===== src/rtl/drt_pkg.sv =====
package drt_pkg;
  localparam int REG_W       = 24;
  localparam int DIV_W       = 8;
  localparam int PRE_SEL_LSB = 18;
  localparam int OS_BIT      = 20;
  localparam int DBG_EN_BIT  = 22;
  localparam int RUN_EN_BIT  = 23;
  localparam logic [REG_W-1:0] RSV_MASK = 24'h23FF00;

  typedef enum logic [1:0] {
    PRE_SLOW = 2'b00,
    PRE_MID  = 2'b01,
    PRE_BYP  = 2'b10,
    PRE_RSV  = 2'b11
  } pre_sel_e;
endpackage


===== src/rtl/drt_prescaler.sv =====
module drt_prescaler
  import drt_pkg::*;
#(
  parameter int SLOW_DIV = 64,
  parameter int MID_DIV  = 8
) (
  input  logic     clk,
  input  logic     rst_n,
  input  logic     clr,
  input  pre_sel_e sel,
  output logic     tick
);
  localparam int CW = $clog2(SLOW_DIV);

  logic [CW-1:0] cnt_q, cnt_d, lim;

  always_comb begin
    unique case (sel)
      PRE_SLOW: lim = CW'(SLOW_DIV - 1);
      PRE_MID:  lim = CW'(MID_DIV - 1);
      default:  lim = '0;
    endcase
  end

  assign tick = (cnt_q >= lim);

  always_comb begin
    if (clr || tick) cnt_d = '0;
    else             cnt_d = cnt_q + 1'b1;
  end

  always_ff @(posedge clk or negedge rst_n) begin
    if (!rst_n) cnt_q <= '0;
    else        cnt_q <= cnt_d;
  end


  pre_wrap_chk: assert property (@(posedge clk) disable iff (!rst_n)
    tick |=> (cnt_q == '0));
endmodule


===== src/rtl/drt_divider.sv =====
module drt_divider #(
  parameter int W = 8
) (
  input  logic         clk,
  input  logic         rst_n,
  input  logic         clr,
  input  logic         tick,
  input  logic [W-1:0] preset,
  output logic         tc
);
  logic [W-1:0] cnt_q, cnt_d;

  assign tc = tick && (cnt_q == '0);

  always_comb begin
    cnt_d = cnt_q;
    if (clr)       cnt_d = '0;
    else if (tc)   cnt_d = preset;
    else if (tick) cnt_d = cnt_q - 1'b1;
  end

  always_ff @(posedge clk or negedge rst_n) begin
    if (!rst_n) cnt_q <= '0;
    else        cnt_q <= cnt_d;
  end


  div_reload_chk: assert property (@(posedge clk) disable iff (!rst_n)
    (tc && !clr) |=> (cnt_q == $past(preset)));
endmodule


===== src/rtl/drt_req_arb.sv =====
module drt_req_arb (
  input  logic clk,
  input  logic rst_n,
  input  logic clr,
  input  logic tc,
  input  logic per_en,
  input  logic os_pend,
  input  logic xfer_busy,
  input  logic ref_ack,
  output logic ref_req,
  output logic grant
);
  logic pend_q, pend_d;

  assign ref_req = (pend_q || os_pend) && !xfer_busy;
  assign grant   = ref_req && ref_ack;

  always_comb begin
    if (clr)                pend_d = 1'b0;
    else if (tc && per_en)  pend_d = 1'b1;
    else                    pend_d = pend_q && !grant;
  end

  always_ff @(posedge clk or negedge rst_n) begin
    if (!rst_n) pend_q <= 1'b0;
    else        pend_q <= pend_d;
  end


  pend_hold_chk: assert property (@(posedge clk) disable iff (!rst_n)
    (pend_q && !grant && !clr) |=> pend_q);
endmodule


===== src/rtl/drt_refresh_timer.sv =====
module drt_refresh_timer
  import drt_pkg::*;
#(
  parameter int SLOW_DIV = 64,
  parameter int MID_DIV  = 8
) (
  input  logic             clk,
  input  logic             rst_n,
  input  logic             sw_rst,
  input  logic             reg_wr_en,
  input  logic [REG_W-1:0] reg_wdata,
  output logic [REG_W-1:0] reg_rdata,
  input  logic             xfer_busy,
  input  logic             debug_mode,
  output logic             ref_req,
  input  logic             ref_ack
);
  logic [DIV_W-1:0] preset_q, preset_d;
  pre_sel_e         presel_q, presel_d;
  logic             os_q, os_d;
  logic             dbg_en_q, dbg_en_d;
  logic             run_en_q, run_en_d;
  logic             tick, tc, grant, per_en;

  always_comb begin
    preset_d = preset_q;
    presel_d = presel_q;
    dbg_en_d = dbg_en_q;
    run_en_d = run_en_q;
    os_d     = os_q && !grant;
    if (sw_rst) begin
      preset_d = '0;
      presel_d = PRE_SLOW;
      os_d     = 1'b0;
    end else if (reg_wr_en) begin
      preset_d = reg_wdata[DIV_W-1:0];
      presel_d = pre_sel_e'(reg_wdata[PRE_SEL_LSB +: 2]);
      os_d     = reg_wdata[OS_BIT];
      dbg_en_d = reg_wdata[DBG_EN_BIT];
      run_en_d = reg_wdata[RUN_EN_BIT];
    end
  end

  always_ff @(posedge clk or negedge rst_n) begin
    if (!rst_n) begin
      preset_q <= '0;
      presel_q <= PRE_SLOW;
      os_q     <= 1'b0;
      dbg_en_q <= 1'b0;
      run_en_q <= 1'b0;
    end else begin
      preset_q <= preset_d;
      presel_q <= presel_d;
      os_q     <= os_d;
      dbg_en_q <= dbg_en_d;
      run_en_q <= run_en_d;
    end
  end

  always_comb begin
    reg_rdata                        = '0;
    reg_rdata[DIV_W-1:0]             = preset_q;
    reg_rdata[PRE_SEL_LSB +: 2]      = presel_q;
    reg_rdata[OS_BIT]                = os_q;
    reg_rdata[DBG_EN_BIT]            = dbg_en_q;
    reg_rdata[RUN_EN_BIT]            = run_en_q;
  end

  assign per_en = debug_mode ? dbg_en_q : run_en_q;

  drt_prescaler #(.SLOW_DIV(SLOW_DIV), .MID_DIV(MID_DIV)) u_pre (
    .clk(clk), .rst_n(rst_n), .clr(sw_rst), .sel(presel_q), .tick(tick)
  );

  drt_divider #(.W(DIV_W)) u_div (
    .clk(clk), .rst_n(rst_n), .clr(sw_rst), .tick(tick),
    .preset(preset_q), .tc(tc)
  );

  drt_req_arb u_arb (
    .clk(clk), .rst_n(rst_n), .clr(sw_rst), .tc(tc), .per_en(per_en),
    .os_pend(os_q), .xfer_busy(xfer_busy), .ref_ack(ref_ack),
    .ref_req(ref_req), .grant(grant)
  );


  rsv_zero_chk: assert property (@(posedge clk) disable iff (!rst_n)
    (reg_rdata & RSV_MASK) == '0);


  busy_hold_chk: assert property (@(posedge clk) disable iff (!rst_n)
    xfer_busy |-> !ref_req);


  os_clear_chk: assert property (@(posedge clk) disable iff (!rst_n)
    (ref_req && ref_ack && !reg_wr_en && !sw_rst) |=> !reg_rdata[OS_BIT]);


  swrst_chk: assert property (@(posedge clk) disable iff (!rst_n)
    sw_rst |=> (reg_rdata[PRE_SEL_LSB +: 2] == 2'b00 && reg_rdata[DIV_W-1:0] == '0
                && !reg_rdata[OS_BIT]
                && reg_rdata[DBG_EN_BIT] == $past(reg_rdata[DBG_EN_BIT])
                && reg_rdata[RUN_EN_BIT] == $past(reg_rdata[RUN_EN_BIT])));
endmodule


===== config.mk =====
export PLATFORM = sky130hd
export DESIGN_NAME = drt_refresh_timer
export DESIGN_NICKNAME = d
export VERILOG_FILES = /design/src/rtl/drt_pkg.sv /design/src/rtl/drt_prescaler.sv /design/src/rtl/drt_divider.sv /design/src/rtl/drt_req_arb.sv /design/src/rtl/drt_refresh_timer.sv
export SDC_FILE = /design/constraint.sdc
export NUM_CORES = 1
export LEC_CHECK = 0
export BUFFER_PORTS_ARGS = -buffer_cell sky130_fd_sc_hd__clkbuf_2
export CORE_MARGIN = 2
export CORE_UTILIZATION = 45
export CTS_BUF_LIST = sky130_fd_sc_hd__clkbuf_4 sky130_fd_sc_hd__clkbuf_8 sky130_fd_sc_hd__clkbuf_16
export CTS_CLUSTER_SIZE = 40
export DETAILED_ROUTE_END_ITERATION = 10
export PLACE_DENSITY = 0.81
export RECOVER_POWER = 25
export SETUP_SLACK_MARGIN = 0.05
export SLEW_MARGIN = 20
export SYNTH_ARGS = -nofsm -noshare
export SYNTH_HDL_FRONTEND = slang
export SYNTH_HIERARCHICAL = 1
export SYNTH_SLANG_ARGS = --single-unit

===== constraint.sdc =====
create_clock -name clk -period 4.2 [get_ports clk]
set_input_delay 0.63 -clock clk [delete_from_list [all_inputs] [get_ports clk]]
set_output_delay 0.63 -clock clk [all_outputs]
set_load 0.1 [all_outputs]

==> impl_metrics.tcl, run 1 <==
set metrics [dict create \
    final-hold-violation-count 0 \
    row_count 22 \
    first_pass_iters 4 \
    cts-root-to-sink-buffers 2 \
    via_per_inst 5.23 \
    synth_area_sq_um 1670 \
    syn_inst 163 \
    ys_seq_elements 28 \
    ys_seq_area_share_pct 42.0 \
    antenna_cells 0 \
    clkSinkCount 28 \
    final_cell_mix "clkbuf_2 (32), dfrtp_1 (28), nor2_1 (26)" \
    first_global_vias 1220 \
    core_region_area_sq_um 3610 \
    cts_resized 0 \
    grt_pass1_wl_um 5480 \
    root_buffer "clkbuf_8" \
    antenna_found_initial 0 \
    period_share_pct 64.2 \
    multi_input_area_sq_um 837 \
    synth_edf_count 0 \
    fmax_mhz 371 \
    tns_ns 0 \
    maxSlewViolCount 0 \
    cts_buffers 3 \
    clkSlewWorstSetupHoldPaths_ns 0.10 \
    setup_violations 0 \
    relSlewSlack_pct 3.80 \
    rsz0062_at_grt "no" \
    synth_cell_types 46 \
    stdcell_area_sq_um 1880 \
    avgRoutedWirePerCell_um 12.7 \
    gp_congestion 0.817 \
    fillers 328 \
    grt_overflow 0 \
    final_common_cell "clkbuf_2" \
    dp_hpwl_um 2270 \
    required_ns 4.39 \
    crit_path_max_fanout 11 \
    die_area_sq_um 4210 \
    tritoncts "built" \
    peakVddDrop_v 0.000294 \
    start_util_pct 46.3 \
    h-tree-depth 1 \
    vias 1260 \
    synth_async_sr_flop_share_pct 100 \
    cp.arrival_ns 2.88 \
    maxCapViolations 0 \
    pin_count 56 \
    drt_iter0_markers 44 \
    ys_warn_count 6 \
    die_y_um 64.9 \
    worstSkewPairLatency_ns 0.28 \
    critical_path_class "flip-flop to flip-flop" \
    wl_um 3060 \
    hold_buffers 0 \
    cts_setup_buffers 0 \
    min_period_ns 2.69 \
    power_mw 0.686 \
    tightest_slew_ns 1.44 \
    die_w_um 64.9 \
    outcome "finished, final reports clean" \
    grt_use_total_pct 16.6 \
    rrSetupSlack_ns 1.51 \
    finalNetCount 233 \
    grt_start_max_net_pins 29 \
    drtAntennaViolNets 0 \
    hold_class "flip-flop to flip-flop" \
    syn_to_final_growth_pct 12.6 \
    p_per_area_nw_per_um2 365 \
    crit_path_end_kind "flip-flop" \
    ys.flop_type "dfrtp_1" \
    fin_util_pct 52.1 \
    leakagePower_nw 0.954 \
    syn_avg_cell_area_sq_um 10.2 \
    post-route-drc-count 0 \
    drive_gt1_share_pct 27.5 \
    critPathLaunchType "flip-flop" \
    timing.hold.ws_ns 0.489 \
    port_buffers 33 \
    fin_skew_ns 0.0114 \
    post_dp_cell_area_sq_um 1810 \
    seq_area_sq_um 701 \
]
through the flow:
step | instances | worst slack, ns
final | 241 | 1.51
after global routing | 241 | 1.32
after CTS | 241 | 1.52
after detailed placement | 237 | 1.53
after global placement | 237 | 1.58
after floorplan | 173 | 1.37
final timing paths:
kind	startpoint	to	cells past startpoint
worst min-delay path	u_pre/cnt_q[0]$_DFF_PN0_	u_pre/cnt_q[0]$_DFF_PN0_	1
min in group asynchronous	rst_n	u_div/cnt_q[0]$_DFFE_PN0P_	1
max in group asynchronous	rst_n	u_pre/cnt_q[5]$_DFF_PN0_	1
worst min register to register	u_pre/cnt_q[0]$_DFF_PN0_	u_pre/cnt_q[0]$_DFF_PN0_	1
worst max register to register	presel_q[1]$_DFFE_PN0P_	u_div/cnt_q[0]$_DFFE_PN0P_	10
worst max-delay path	presel_q[1]$_DFFE_PN0P_	u_div/cnt_q[0]$_DFFE_PN0P_	10
routing by layer:
layer  global-route usage [%]  vias to the layer above  routed length (um)  share of wire [%]
met5                        0                        -                   0                  0
met4                     7.18                        0                  27               0.88
met3                    0.694                        2                 122                4.0
met2                     26.8                       37                1560                 51
met1                     23.2                      622                1350                 44
li1                         -                      599                   -                  -
power breakdown:
| part | internal [mW] | leakage, nW | total [mW] | switching [mW] |
|---|---|---|---|---|
| combinational | 0.0367 | 0.542 | 0.186 | 0.149 |
| sequential | 0.281 | 0.377 | 0.292 | 0.0111 |
| clock | 0.128 | 0.0357 | 0.209 | 0.0813 |
sequential cells by signal, summed over array words and instances, names as in the netlist:
register,count
u_arb/pend_q,1
u_div/cnt_q,8
dbg_en_q,1
u_pre/cnt_q,6
preset_q,8
presel_q,2
os_q,1
run_en_q,1
Yosys cell counts, types with 3 or more instances:
| cell | number | share of area (%) |
|---|---|---|
| dfrtp_1 | 28 | 42 |
| nor2_1 | 26 | 5.8 |
| buf_4 | 14 | 6.3 |
| mux2i_1 | 11 | 6.6 |
| ha_1 | 8 | 6.0 |
| inv_1 | 8 | 1.8 |
| nand2_1 | 6 | 1.3 |
| a21oi_1 | 4 | 1.2 |
| nand3_1 | 4 | 1.2 |
| o21ai_0 | 4 | 1.2 |
| nand2b_1 | 3 | 1.1 |
| nor3_1 | 3 | 0.90 |
final cells by class:
class | instances | share of cell area, %
clock buffer | 3 | 2.20
clock inverter | 1 | 1.60
inverter | 9 | 2.06
multi-input combinational | 118 | 44.5
sequential | 28 | 37.3
tap | 48 | 3.20
timing repair buffer | 34 | 9.12
worst max-delay path, stage by stage (launching register included):
cell and delay (ns):
dfrtp_1 0.45, or2_2 0.34, ha_1 0.37, nand4_1 0.18, o221ai_1 0.23, buf_4 0.21, nand4bb_1 0.20, nand2b_4 0.24
inv_6 0.09, a211oi_1 0.08, a211oi_1 0.22
cell families (layout without fill, tap and decap cells):
kind of cell               after synthesis  count (layout)  share of synthesized area (%)
xor gates and xnor gates                 4               4                           2.10
buffers and inverters                   27              47                           10.1
DFF                                     28              28                           42.0
muxes                                   14              14                           9.07
and+or+nand+nor                         58              58                           18.9
adders and majority gates                8               8                           6.00
AOI/OAI and AO/OA                       23              23                           11.6
other                                    1              11                          0.225
Note: power is estimated with default switching activity, not from simulation.
==> run 2: changes to the inputs <==
clock period = 2.65 ns   (was 4.2 ns; I/O delays follow)
==> run 2 against run 1 <==
  * Sequential cell count stayed put
  * Setup slack got worse by 1.3 ns
  * Critical path depth down 1
  * Count of clock-buffer cells in the layout rose by 1
  * Combinational power up 59%
  * Clock skew decreased by 0.0096 ns
  * Design area is 0.33% higher
  * Die area unchanged
  * Maximum frequency grew 12%
  * Register-to-register slack lost 1.3 ns
  * Total power is 45% higher
  * Global-route usage shrank 0.96 points
  * Critical path type unchanged
==> impl_metrics.tcl, run 2 (synthesized netlist as in run 1, its figures left out) <==
set metrics [dict create \
    rsz0062_at_grt "no" \
    root_buffer "clkbuf_8" \
    fmax_mhz 415 \
    fin_cells 242 \
    critical_path_class "flip-flop to flip-flop" \
    vias 1224 \
    dp_hpwl_um 2170 \
    tightest_slew_ns 1.42 \
    period_share_pct 90.8 \
    leakagePower_nw 0.945 \
    tns_ns 0 \
    final-hold-violation-count 0 \
    fin_skew_ns 0.00182 \
    critPathLaunchType "flip-flop" \
    fin_ws_ns 0.243 \
    fillers 325 \
    hold_buffers 0 \
    cp.arrival_ns 2.58 \
    worstSkewPairLatency_ns 0.27 \
    port_buffers 33 \
    avgRoutedWirePerCell_um 11.7 \
    final_common_cell "clkbuf_2" \
    min-delay-start "reg_wdata[20]" \
    die_w_um 64.9 \
    dp_cells 237 \
    drive_gt1_share_pct 29.9 \
    power_mw 0.997 \
    timing.rr.end "u_div/cnt_q[0]$_DFFE_PN0P_" \
    row_count 22 \
    r2r_cells 9 \
    worstReg2RegStart "presel_q[1]$_DFFE_PN0P_" \
    first_pass_iters 4 \
    final_cell_mix "clkbuf_2 (32), nor2_1 (26), dfrtp_1 (26)" \
    grt_pass1_wl_um 5110 \
    outcome "finished, final reports clean" \
    grt_overflow 0 \
    finalNetCount 234 \
    cts_buffers 3 \
    gp_congestion 0.811 \
    clkSinkCount 28 \
    crit_path_end "u_div/cnt_q[0]$_DFFE_PN0P_" \
    drt_iter0_markers 27 \
    syn_to_final_growth_pct 13.0 \
    worstSetupStartpoint "presel_q[1]$_DFFE_PN0P_" \
    post-route-drc-count 0 \
    peakVddDrop_v 0.000360 \
    top_regs "preset_q (8), u_div/cnt_q (8), u_pre/cnt_q (6)" \
    cts-root-to-sink-buffers 2 \
    relSlewSlack_pct 5.31 \
    h-tree-depth 1 \
    first_global_vias 1181 \
    crit_path_end_kind "flip-flop" \
    pin_count 56 \
    required_ns 2.82 \
    drtAntennaViolNets 0 \
    start_util_pct 46.3 \
    crit_path_max_fanout 6 \
    stdcell_area_sq_um 1890 \
    grt_start_max_net_pins 29 \
    post_dp_cell_area_sq_um 1810 \
    p_per_area_nw_per_um2 529 \
    wl_um 2830 \
    rrSetupSlack_ns 0.24 \
    antenna_cells 0 \
    hold_class "primary input to flip-flop" \
    maxCapViolations 0 \
    die_y_um 64.9 \
    preCtsSetupSlack_ns 0.115 \
    min_period_ns 2.41 \
    grt_use_total_pct 15.6 \
    clkSlewWorstSetupHoldPaths_ns 0.09 \
    antenna_found_initial 0 \
    maxSlewViolCount 0 \
    die_area_sq_um 4210 \
    core_region_area_sq_um 3610 \
    via_per_inst 5.06 \
    setup_violations 0 \
    tritoncts "built" \
]
==> run 2: cell types whose count changed in the layout (fill, tap and decap cells not counted) <==
cell / change
ha_4: +1
buf_4: +1
bufinv_16: -1
ha_1: -1
o221ai_1: -1
dfrtp_1: -2
clkbuf_4: +1
dfrtp_2: +2
o221ai_2: +1
==> run 2: layer usage <==
layer	vias up	routed length (um)	track usage, %
met3	2	103	1.91
li1	600	-	-
met1	588	1330	20.9
met2	34	1350	25.3
met4	0	41	7.18
met5	-	0	0
==> run 2: where the power goes <==
part	internal [mW]	switching, mW
clock network	0.118	0.121
logic	0.0600	0.236
registers	0.445	0.0166
total	0.623	0.374
==> run 2: per-stage QoR <==
step	util, %	hold WS, ns
floorplan	-	0.102
global placement	50.2	0.472
detailed placement	50.2	0.465
CTS	51.6	0.168
global route	52.3	0.336
finish	52.3	0.322
==> run 2: cell type report <==
class	instances	area, sq um	area share, %
Clock buffer	4	48.8	2.59
Inverter	9	38.8	2.06
Multi-Input combinational cell	118	856	45.4
Sequential cell	28	703	37.3
Tap cell	48	60.1	3.19
Timing Repair Buffer	35	179	9.49
==> run 2: critical path: stages, from the launching register on <==
cell and delay [ns]:
dfrtp_2 0.45, or2_2 0.33, ha_1 0.33, nand4_1 0.15
o221ai_2 0.23, nand4bb_1 0.20, nand2b_4 0.23, inv_6 0.09
a211oi_1 0.07, a211oi_1 0.24
==> run 2: worst min path at each step <==
| stage | endpoint | slack (ns) | depth (start not counted) |
|---|---|---|---|
| floorplan | dbg_en_q$_DFFE_PN0P_ | 0.10 | 0 |
| CTS | preset_q[7]$_DFFE_PN0P_ | 0.17 | 1 |
| global placement | run_en_q$_DFFE_PN0P_ | 0.47 | 1 |
| detailed placement | os_q$_DFF_PN0_ | 0.47 | 1 |
| global route | os_q$_DFF_PN0_ | 0.34 | 2 |
| finish | os_q$_DFF_PN0_ | 0.32 | 2 |
==> run 2: timing repair <==
action | 4_1_cts | 5_1_grt
resized for setup | 0 | 2
buffers inserted | 0 | 1
endpoints found under the setup margin | 0 | 8
==> run 3: changes to the inputs <==
PLACE_DENSITY = 0.7   (was 0.81)
SETUP_SLACK_MARGIN = 0.15   (was 0.05)
==> run 3 against run 2 <==
  * Worst hold slack better by 0.0022 ns
  * Via count down 0.65%
  * Global-route usage down 0.29 points
  * Routed wire length up 5.6%
  * Largest power group unchanged
==> impl_metrics.tcl, run 3 (synthesized netlist as in run 1, its figures left out) <==
set metrics [dict create \
    fin_skew_ns 0.00746 \
    clkSlewWorstSetupHoldPaths_ns 0.09 \
    antenna_cells 0 \
    clkSinkCount 28 \
    fillers 337 \
    fmax_mhz 417 \
    pin_count 56 \
    relSlewSlack_pct 1.89 \
    grt_use_total_pct 15.3 \
    maxSlewViolCount 0 \
    drtAntennaViolNets 0 \
    crit_path_max_fanout 3 \
    multi_input_area_sq_um 901 \
    grt_overflow 0 \
    outcome "finished, final reports clean" \
    crit_path_end_kind "flip-flop" \
    finalNetCount 237 \
    critPathLaunchType "flip-flop" \
    die_area_sq_um 4210 \
    tns_ns 0 \
    antenna_found_initial 0 \
    die_y_um 64.9 \
    grt_start_max_net_pins 29 \
    core_region_area_sq_um 3610 \
    setup_violations 0 \
    critical_path_class "flip-flop to flip-flop" \
    h-tree-depth 1 \
    grt_pass1_wl_um 5050 \
    root_buffer "clkbuf_8" \
    vias 1216 \
    final_common_cell "clkbuf_2" \
    first_pass_iters 4 \
    peakVddDrop_v 0.000366 \
    tightest_slew_ns 1.47 \
    drt_iter0_markers 23 \
    post_dp_cell_area_sq_um 1840 \
    hold_class "primary input to flip-flop" \
    p_per_area_nw_per_um2 511 \
    gp_congestion 0.774 \
    rsz0062_at_grt "yes" \
    maxCapViolations 0 \
    timing.hold.ws_ns 0.324 \
    top_regs "preset_q (8), u_div/cnt_q (8), u_pre/cnt_q (6)" \
    period_share_pct 90.6 \
    first_global_vias 1085 \
    cp.arrival_ns 2.53 \
    syn_to_final_growth_pct 17.5 \
    die_w_um 64.9 \
    drive_gt1_share_pct 33.0 \
    post-route-drc-count 0 \
    dp_hpwl_um 2220 \
    wl_um 2990 \
    leakagePower_nw 0.958 \
    stdcell_area_sq_um 1960 \
    port_buffers 33 \
    required_ns 2.78 \
    avgRoutedWirePerCell_um 12.2 \
    final-hold-violation-count 0 \
    worstSkewPairLatency_ns 0.27 \
    final_cell_mix "clkbuf_2 (32), nor2_1 (26), dfrtp_1 (26)" \
    via_per_inst 4.96 \
    seq_area_sq_um 708 \
    row_count 22 \
    cts_buffers 3 \
    tritoncts "built" \
    min_period_ns 2.40 \
    start_util_pct 46.3 \
    cts-root-to-sink-buffers 2 \
]
run 3: layout make-up:
class	count	share of cell area, %
multi-input combinational	118	45.9
tap	48	3.06
clock buffer	4	2.49
sequential	28	36.1
timing repair buffer	38	10.5
inverter	9	1.98
run 3: final timing paths:
check                           cells after the start  slack [ns]                          to                      from
worst min-delay path                                2        0.32              os_q$_DFF_PN0_             reg_wdata[20]
min in group asynchronous                           1        0.47    u_pre/cnt_q[5]$_DFF_PN0_                     rst_n
worst min register to register                      1        0.49    u_pre/cnt_q[0]$_DFF_PN0_  u_pre/cnt_q[0]$_DFF_PN0_
worst max-delay path                                9        0.25  u_div/cnt_q[6]$_DFFE_PN0P_   presel_q[1]$_DFFE_PN0P_
worst max register to register                      9        0.25  u_div/cnt_q[6]$_DFFE_PN0P_   presel_q[1]$_DFFE_PN0P_
max in group asynchronous                           1        1.14     presel_q[0]$_DFFE_PN0P_                     rst_n
run 3: critical path, stage by stage (launching register included):
cell       delay (ns)
dfrtp_4          0.49
or2_4            0.30
ha_4             0.29
nand4_1          0.18
o221ai_2         0.28
nand4bb_1        0.18
buf_4            0.19
nor3_4           0.11
mux2i_1          0.20
nor2_1           0.05
run 3: report_power, final:
part	total, mW	switching, mW	leakage, nW	internal (mW)
clock	0.239	0.121	0.0262	0.118
combinational	0.301	0.238	0.558	0.0635
sequential	0.462	0.0162	0.373	0.446
run 3: per-layer routing:
layer	track usage (%)	share of wire (%)	wire length (um)	up-vias
met5	0	0	0	-
met4	3.19	0.23	7	0
met3	2.26	4.2	125	2
met2	23.8	48	1430	32
met1	22.6	48	1430	572
li1	-	-	-	610
run 3: timing repair:
item,4_1_cts,5_1_grt
hold buffers,0,0
gates resized for setup,0,6
buffers inserted,0,4
endpoints found under the setup margin,0,8
run 3: stage by stage:
step | power, mW | setup slack [ns] | utilization, % | instances
after floorplan | 0.739 | 0.176 | - | 173
after global placement | 0.767 | 0.219 | 51.0 | 237
after detailed placement | 0.769 | 0.198 | 51.0 | 237
after CTS | 1.01 | 0.173 | 52.3 | 241
after global routing | 1.06 | 0.115 | 54.4 | 245
final | 1.00 | 0.249 | 54.4 | 245
